$ cat src/rtl/spi_sclk_pkg.sv
package spi_sclk_pkg;

  // Level of SCLK relative to its idle level
  typedef enum logic {
    LVL_IDLE   = 1'b0,
    LVL_ACTIVE = 1'b1
  } lvl_e;

  // Mode field layout: bit 0 polarity, bit 1 output phase, bit 2 input phase
  typedef struct packed {
    logic cpha_in;
    logic cpha_out;
    logic cpol;
  } mode_t;

endpackage

$ cat src/rtl/spi_sclk_div_sel.sv
module spi_sclk_div_sel #(
  parameter int DIV_W = 8,
  localparam int CW = DIV_W + 1
) (
  input  logic [DIV_W-1:0] div_main,
  input  logic [DIV_W-1:0] div_alt,
  input  logic             alt_en,
  input  logic             cs1_sel,
  output logic [CW-1:0]    len_hi,
  output logic [CW-1:0]    len_lo,
  output logic             bypass
);

  logic [DIV_W-1:0] sel;
  logic [CW-1:0]    n_eff;

  assign sel    = (alt_en && cs1_sel) ? div_alt : div_main;
  // zero encodes the full range of the field
  assign n_eff  = (sel == '0) ? (CW'(1) << DIV_W) : {1'b0, sel};
  assign len_hi = n_eff >> 1;
  assign len_lo = n_eff - len_hi;
  assign bypass = (n_eff == CW'(1));

endmodule

$ cat src/rtl/spi_sclk_half_timer.sv
module spi_sclk_half_timer #(
  parameter int CW = 9
) (
  input  logic          clk,
  input  logic          rst,
  input  logic          en,
  input  logic [CW-1:0] len,
  output logic          done
);

  logic [CW-1:0] cnt_q;

  assign done = en && (cnt_q == len - CW'(1));

  always_ff @(posedge clk) begin
    if (rst || !en || done) begin
      cnt_q <= '0;
    end else begin
      cnt_q <= cnt_q + CW'(1);
    end
  end

endmodule

$ cat src/rtl/spi_sclk_edge_map.sv
module spi_sclk_edge_map (
  input  logic clk,
  input  logic rst,
  input  logic lead,
  input  logic trail,
  input  logic byp,
  input  logic cpha_out,
  input  logic cpha_in,
  output logic shift_stb,
  output logic sample_stb
);

  logic shift_q, sample_q;

  always_ff @(posedge clk) begin
    if (rst) begin
      shift_q  <= 1'b0;
      sample_q <= 1'b0;
    end else begin
      shift_q  <= cpha_out ? lead : trail;
      sample_q <= cpha_in  ? trail : lead;
    end
  end

  // in pass-through mode every source cycle carries both edges
  assign shift_stb  = shift_q  | byp;
  assign sample_stb = sample_q | byp;

endmodule

$ cat src/rtl/spi_sclk_gen.sv
module spi_sclk_gen
  import spi_sclk_pkg::*;
#(
  parameter int DIV_W = 8
) (
  input  logic             clk,
  input  logic             rst,
  input  logic             run,
  input  logic             cs1_sel,
  input  logic [DIV_W-1:0] div_main,
  input  logic [DIV_W-1:0] div_alt,
  input  logic             alt_en,
  input  logic [2:0]       mode,
  output logic             sclk,
  output logic             shift_stb,
  output logic             sample_stb
);

  localparam int CW = DIV_W + 1;

  logic [CW-1:0] len_hi_c, len_lo_c;
  logic          byp_c;

  logic          active_q, byp_q, sclk_q;
  lvl_e          level_q;
  mode_t         mode_q;
  logic [CW-1:0] hi_q, lo_q;

  logic          half_done, lead_ev, trail_ev, cur_hi, timing;
  logic [CW-1:0] cur_len;

  spi_sclk_div_sel #(.DIV_W(DIV_W)) u_sel (
    .div_main (div_main),
    .div_alt  (div_alt),
    .alt_en   (alt_en),
    .cs1_sel  (cs1_sel),
    .len_hi   (len_hi_c),
    .len_lo   (len_lo_c),
    .bypass   (byp_c)
  );

  assign timing  = active_q & ~byp_q;
  assign cur_hi  = mode_q.cpol ^ (level_q == LVL_ACTIVE);
  assign cur_len = cur_hi ? hi_q : lo_q;

  spi_sclk_half_timer #(.CW(CW)) u_timer (
    .clk  (clk),
    .rst  (rst),
    .en   (timing),
    .len  (cur_len),
    .done (half_done)
  );

  assign lead_ev  = timing & half_done & (level_q == LVL_IDLE) & run;
  assign trail_ev = timing & half_done & (level_q == LVL_ACTIVE);

  always_ff @(posedge clk) begin
    if (rst) begin
      active_q <= 1'b0;
      byp_q    <= 1'b0;
      level_q  <= LVL_IDLE;
      sclk_q   <= mode[0];
      mode_q   <= '0;
      hi_q     <= '0;
      lo_q     <= '0;
    end else if (!active_q) begin
      sclk_q  <= mode[0];
      level_q <= LVL_IDLE;
      if (run) begin
        active_q <= 1'b1;
        byp_q    <= byp_c;
        mode_q   <= mode_t'(mode);
        hi_q     <= len_hi_c;
        lo_q     <= len_lo_c;
      end
    end else if (byp_q) begin
      if (!run) begin
        active_q <= 1'b0;
        byp_q    <= 1'b0;
      end
    end else if (half_done) begin
      if (level_q == LVL_IDLE) begin
        if (run) begin
          level_q <= LVL_ACTIVE;
          sclk_q  <= ~sclk_q;
        end else begin
          active_q <= 1'b0;
        end
      end else begin
        level_q <= LVL_IDLE;
        sclk_q  <= ~sclk_q;
      end
    end
  end

  spi_sclk_edge_map u_map (
    .clk        (clk),
    .rst        (rst),
    .lead       (lead_ev),
    .trail      (trail_ev),
    .byp        (byp_q),
    .cpha_out   (mode_q.cpha_out),
    .cpha_in    (mode_q.cpha_in),
    .shift_stb  (shift_stb),
    .sample_stb (sample_stb)
  );

  // divide-by-1 gates the source clock onto the idle level
  assign sclk = sclk_q ^ (byp_q & clk);

endmodule

$ cat config.mk
export PLATFORM = sky130hd
export DESIGN_NAME = spi_sclk_gen
export DESIGN_NICKNAME = d
export VERILOG_FILES = /design/src/rtl/spi_sclk_pkg.sv /design/src/rtl/spi_sclk_div_sel.sv /design/src/rtl/spi_sclk_half_timer.sv /design/src/rtl/spi_sclk_edge_map.sv /design/src/rtl/spi_sclk_gen.sv
export SDC_FILE = /design/constraint.sdc
export NUM_CORES = 1
export LEC_CHECK = 0
export BUFFER_PORTS_ARGS = -buffer_cell sky130_fd_sc_hd__buf_2
export CAP_MARGIN = 20
export CELL_PAD_IN_SITES_DETAIL_PLACEMENT = 0
export CELL_PAD_IN_SITES_GLOBAL_PLACEMENT = 2
export CORE_MARGIN = 2
export CORE_UTILIZATION = 38
export CTS_BUF_LIST = sky130_fd_sc_hd__clkbuf_16
export DETAILED_ROUTE_END_ITERATION = 12
export PLACE_DENSITY_LB_ADDON = 0.12
export SYNTH_ARGS = -nofsm -noshare
export SYNTH_HDL_FRONTEND = slang
export SYNTH_HIERARCHICAL = 1
export SYNTH_SLANG_ARGS = --single-unit
$ cat constraint.sdc
create_clock -name clk -period 6.1 [get_ports clk]
set_clock_uncertainty 0.05 [all_clocks]
set_input_delay 1.22 -clock clk [delete_from_list [all_inputs] [get_ports clk]]
set_output_delay 1.22 -clock clk [all_outputs]
set_load 0.02 [all_outputs]
==> qor.yml, run 1 <==
sta:
  rsz0062_at_grt: "no"
  tns_ns: 0
  drv_slew: 0
  relSlewSlack: 0.444
  finalSetupViolCount: 0
  worst_slew_pin_slew_ns: 0.834
  hold_viol_final: 0
  setup_ws_ns: 1.19
hold_path:
  min_path_type: "reg2reg"
routing:
  wire_per_inst_um: 13.3
  drtAntennaViolNets: 0
  routed_wl_mm: 5.49
  drt_first_pass_iters: 4
  via_count: 2143
  drt-vias-per-instance: 5.20
  first_iter_violations: 136
  route.detailed.drc: 0
layout:
  fin_util: 0.462
  layout_common_cells: "nand2_1 (57), a21oi_1 (36), dfxtp_1 (35), buf_2 (26)"
  mostFrequentLayoutCell: "nand2_1"
  drive_above_1_share: 0.185
  diodes: 0
  design_area_um2: 2960
  nets: 373
  syn_to_final_growth_pct: 15.9
logic_synthesis:
  async_reset_ff_frac: 0
  synth-main-ff-cell: "dfxtp_1"
  postSynthCellCount: 309
  syn_nets: 348
  yosysUniqueCellTypes: 61
  ys_ff_latch: 36
  syn_area_um2: 2560
  synth_area_per_cell_um2: 8.28
  synth-edff-count: 1
  yosys_warnings: 6
  ys_seq_area_frac: 0.286
place:
  dp_hpwl_mm: 4.14
  place_area_um2: 2730
  placement.io_buffers: 26
  post-place-ws_ns: 1.45
  routabilityCongestion: 0.815
power:
  p_per_area_nw_per_um2: 282
  p_leak_uw: 0.00124
  ir_drop_v: 0.000125
die:
  initial_core_util: 0.398
  core_um2: 6420
  die_x_um: 86.0
  die_y_um: 86.0
  row_count: 29
  dieArea_um2: 7400
  io_pins: 27
critical_path:
  cp_slowest_stage_delay_ns: 0.17
  crit_chain: "clkbuf_16, clkbuf_16, nand2_1, xnor2_1, buf_2"
  end_kind: "primary output"
  crit_type: "clk2out"
  crit_required_ns: 4.83
  crit_slowest_cell: "buf_2"
  start_kind: "clock port"
  cp_top_family: "buffers and inverters"
  critPathMaxFanout: 2
  timing.critical_path.mode_cell: "clkbuf_16"
  worst-path-buf-inv: 3
  critPathArrivalTime_ns: 3.64
outcome:
  run_status: "completed"
global_route:
  grt_max_degree: 28
  grt_first_pass_wirelength_mm: 9.68
  grt_pass1_vias: 2054
  antenna_found_initial: 0
  grtUsageTotal: 0.164
  grt_overflow: 0
clock_network:
  postCtsHoldBufs: 0
  clk_pin_slew_ns: 0.06
  cts_tree: "done"
  clk_latency_ns: 0.39
  postCtsSetupBuffers: 0
  cts_resized: 0
run:
  drv_cap: 0
-- kinds of logic (layout without fill, tap and decap cells) --
logic type / count (synthesis) / after routing / synth area share
other: 1 / 1 / 0.00147
XOR/XNOR: 24 / 24 / 0.0925
multiplexers: 20 / 20 / 0.0832
adder cells (fa/ha/maj): 15 / 15 / 0.0763
AO/OA/AOI/OAI: 59 / 59 / 0.155
AND/OR/NAND/NOR: 125 / 125 / 0.257
buffers and inverters: 29 / 55 / 0.0489
flip-flops: 36 / 36 / 0.286
-- per-layer routing --
metal	share of wire	track usage	up-vias	wire, um
met5	0	0	-	0
met4	0.0087	0.0462	0	48
met3	0.025	0.0423	10	140
met2	0.43	0.242	28	2380
met1	0.53	0.235	985	2930
li1	-	-	1120	-
-- power breakdown --
group	switching (uW)	total, uW	internal (uW)
Sequential	7.27	256	248
Combinational	110	195	85.6
Clock	111	385	274
Total	227	836	608
-- registers in the layout, indices dropped and copies added, names as in the netlist --
signal	count
u_timer/cnt_q	9
byp_q	1
hi_q	9
active_q	1
u_map/sample_q	1
mode_q	3
u_map/shift_q	1
lo_q	9
sclk_q	1
level_q	1
-- Yosys cell counts (all sizes together), types with 7 or more instances --
cell    instances  area, um2
nand2          57        214
ha             14        175
mux2           10        113
inv            18       67.6
nor2           15       56.3
mux2i          10        100
nand2b          9       56.3
dfxtp          35        701
xnor2          20        201
a21oi          37        189
nand3           7       35.0
buf             7       42.5
-- area by class of cell --
| type | count | area (um2) |
|---|---|---|
| Clock buffer | 9 | 205 |
| Clock inverter | 3 | 37.5 |
| Fill cell | 636 | 3460 |
| Inverter | 18 | 67.6 |
| Multi-Input combinational cell | 244 | 1700 |
| Sequential cell | 36 | 731 |
| Tap cell | 77 | 96.3 |
| Timing Repair Buffer | 25 | 125 |
-- worst paths after layout --
check	cells after the start	start	endpoint	slack, ns
hold reg to reg	2	lo_q[7]$_SDFFE_PP0P_	lo_q[7]$_SDFFE_PP0P_	0.40
setup / recovery	5	clk	sclk	1.19
setup reg to reg	11	level_q$_SDFFE_PP0P_	sclk_q$_DFFE_PP_	2.08
hold / removal	2	lo_q[7]$_SDFFE_PP0P_	lo_q[7]$_SDFFE_PP0P_	0.40
-- stage by stage --
step	cells	hold WS, ns	power (uW)
4_1_cts	412	0.404	845
3_5_place_dp	401	0.395	457
2_1_floorplan	309	0.377	417
6_report	412	0.400	836
5_1_grt	412	0.420	881
3_3_place_gp	401	0.392	460
-- worst reg2reg max path: cells and delay by family (launching register included) --
| kind | cells | cell delay [ns] |
|---|---|---|
| adder cells (fa/ha/maj) | 1 | 0.26 |
| buffers and inverters | 1 | 0.08 |
| multiplexers | 1 | 0.45 |
| XOR/XNOR | 2 | 0.51 |
| AO/OA/AOI/OAI | 2 | 0.68 |
| flip-flops | 1 | 0.40 |
| AND/OR/NAND/NOR | 4 | 1.30 |
No activity file was read; power rests on OpenSTA's default activity.
==> run 2: changes to the inputs <==
- ABC_AREA: not set -> 1
- CORE_UTILIZATION: 38 -> 29
- clock period: 6.1 -> 4.5 ns (I/O delays scaled with it)
==> run 2 against run 1 <==
Compared with the run above: wire length grew 12%; sequential share of layout area shrank 0.29 points; sequential power grew 39%; critical path depth is the same; global-route usage shrank 2.2 points; via count grew 7.7%; utilization shrank 12 points; largest power group unchanged; total power grew 30%; sequential cell count is the same; critical endpoint unchanged; synthesized cell count grew 28%; synthesized area grew 2.3%.
==> qor.yml, run 2 <==
outcome:
  run_status: "completed"
logic_synthesis:
  synth_top_cell_by_area: "dfxtp_1"
  synth_mux_area_frac: 0
  yosysTopAreaCellShare: 0.268
  async_reset_ff_frac: 0
  synth_fa_ha_area_frac: 0.0746
  synth_xor_xnor_area_share: 0.0636
  synth-main-ff-cell: "dfxtp_1"
  yosysMostFrequentCell: "nor2_1"
  yosys.area_share.simple: 0.394
  yosysUniqueCellTypes: 31
  ys_ff_latch: 36
  synth_top_family_by_area: "simple AND/OR/NAND/NOR gates"
  syn_nets: 435
  ys_seq_area_frac: 0.279
  synth_area_leaders: "dfxtp_1 (27%), nor2_1 (11%), nand2_1 (11%), inv_1 (7.5%), ha_1 (6.7%)"
  synth_area_per_cell_um2: 6.60
  yosys_warnings: 6
  syn_area_um2: 2620
  synth-edff-count: 1
  synth-compound-area-share: 0.0699
  synth_common_cells: "nor2_1 (80), nand2_1 (79), inv_1 (52)"
  postSynthCellCount: 396
power:
  p_leak_uw: 0.00145
  switching_share: 0.305
  ir_drop_v: 0.000151
  p_switching_uw: 331
  p_per_area_nw_per_um2: 362
  total_power_uw: 1090
  share_comb_of_total_power: 0.235
  p_seq_frac: 0.326
  power_frac_clock: 0.439
  p_int_uw: 756
die:
  row_count: 34
  core_um2: 8720
  initial_core_util: 0.300
  die_x_um: 99.0
  die_y_um: 99.0
  io_pins: 27
  dieArea_um2: 9790
routing:
  route.detailed.drc: 0
  first_iter_violations: 53
  drtAntennaViolNets: 0
  routed_wl_mm: 6.13
  drt-vias-per-instance: 4.35
  wire_per_inst_um: 11.6
  via_count: 2307
  drt_first_pass_iters: 4
critical_path:
  critPathMaxFanout: 2
  cp_slowest_stage_delay_ns: 0.18
  worst-path-buf-inv: 3
  end_kind: "primary output"
  crit_chain: "clkbuf_16, clkbuf_16, nand2_1, xnor2_1, buf_2"
  timing.critical_path.mode_cell: "clkbuf_16"
  crit_type: "clk2out"
  start_kind: "clock port"
  crit_required_ns: 3.55
  cp_top_family: "buffers and inverters"
  critPathArrivalTime_ns: 2.85
  crit_slowest_cell: "buf_2"
layout:
  fin_util: 0.344
  fillers: 964
  layout_common_cells: "nor2_1 (80), nand2_1 (79), inv_1 (52), dfxtp_1 (35), nand3_1 (30)"
  nets: 460
  layout.cells.non_filler: 530
  drive_above_1_share: 0.149
  syn_to_final_growth_pct: 14.7
  reg_top3: "hi_q (9), lo_q (9), u_timer/cnt_q (9)"
  mostFrequentLayoutCell: "nor2_1"
  diodes: 0
global_route:
  grt_first_pass_wirelength_mm: 10.9
  grtUsageTotal: 0.142
  grt_max_degree: 25
  grt_pass1_vias: 2347
  antenna_found_initial: 0
  grt_overflow: 0
run:
  drv_cap: 0
sta:
  tns_ns: 0
  hold_viol_final: 0
  relSlewSlack: 0.560
  drv_slew: 0
  worst_slew_pin_slew_ns: 0.659
  finalSetupViolCount: 0
  rsz0062_at_grt: "no"
clock_network:
  postCtsHoldBufs: 0
  cts_tree: "done"
  cts_resized: 0
  postCtsSetupBuffers: 0
  clk_latency_ns: 0.39
  clk_pin_slew_ns: 0.05
place:
  dp.cells: 519
  dp_hpwl_mm: 4.82
  placement.io_buffers: 26
  routabilityCongestion: 0.804
hold_path:
  min_path_type: "reg2reg"
[run 2: cell count changes after synthesis, moves of 10 or more]
cell	before	now
a21oi_1	36	9
inv_1	18	52
mux2_2	10	0
mux2i_1	10	0
nand2_1	57	79
nand3_1	7	30
nor2_1	15	80
o21ai_1	1	13
xnor2_1	18	7
[run 2: layer usage]
metal  vias to the layer above  routed length (um)  global-route usage
met5                         -                   0                   0
met4                         0                 114              0.0590
met3                         6                 210              0.0305
met2                        42                2740               0.229
met1                       992                3060               0.184
li1                       1267                   -                   -
[run 2: power by group through the flow]
stage	Clock [uW]	Combinational [uW]	Sequential, uW
global route	510	303	358
global placement	8.36	259	362
finish	477	255	355
floorplan	6.35	207	358
detailed placement	8.36	258	362
CTS	494	259	355
[run 2: worst paths after layout]
check / slack (ns) / depth (start not counted) / from / endpoint
setup / recovery: 0.70 / 5 / clk / sclk
hold / removal: 0.43 / 2 / lo_q[3]$_SDFFE_PP0P_ / lo_q[3]$_SDFFE_PP0P_
setup reg to reg: 1.20 / 24 / level_q$_SDFFE_PP0P_ / u_map/shift_q$_SDFF_PP0_
hold reg to reg: 0.43 / 2 / lo_q[3]$_SDFFE_PP0P_ / lo_q[3]$_SDFFE_PP0P_
[run 2: logic make-up (layout without fill, tap and decap cells)]
group                      after synthesis  in the layout
and+or+nand+nor                        223            223
DFF                                     36             36
buffers and inverters                   66             92
xor gates and xnor gates                19             19
other                                    1              1
AOI/OAI and AO/OA                       36             36
adders and majority gates               15             15
[run 2: area by class of cell]
cell class	instances	area (um2)	share of cell area
tap	108	135	0.0451
multi-input combinational	294	1580	0.526
timing repair buffer	25	125	0.0417
inverter	55	206	0.0688
clock inverter	3	18.8	0.00626
clock buffer	9	205	0.0684
sequential	36	731	0.244
[run 2: through the flow]
stage / setup WS (ns) / hold slack (ns) / area (um2)
floorplan: 1.01 / 0.403 / 2620
global route: 0.662 / 0.461 / 3000
global placement: 0.897 / 0.415 / 2780
detailed placement: 0.850 / 0.423 / 2780
CTS: 0.687 / 0.435 / 3000
finish: 0.702 / 0.429 / 3000
[run 2: worst reg2reg max path: stages (launching register included)]
cell and delay (ns):
dfxtp_1 0.40, or2_1 0.47, nand2_4 0.19, nand2_1 0.11
nand2_1 0.11, inv_1 0.16, ha_1 0.30, inv_1 0.06
nand2_1 0.08, nand2_1 0.06, nand2_1 0.05, nand2_1 0.04
nor2_1 0.15, nand2_1 0.07, nor2_1 0.08, nand2_1 0.11
inv_1 0.13, inv_1 0.05, nor2_1 0.10, nand2_1 0.08
nor2_1 0.15, inv_1 0.06, nand2_1 0.05, nand2_1 0.05
nor2_2 0.07
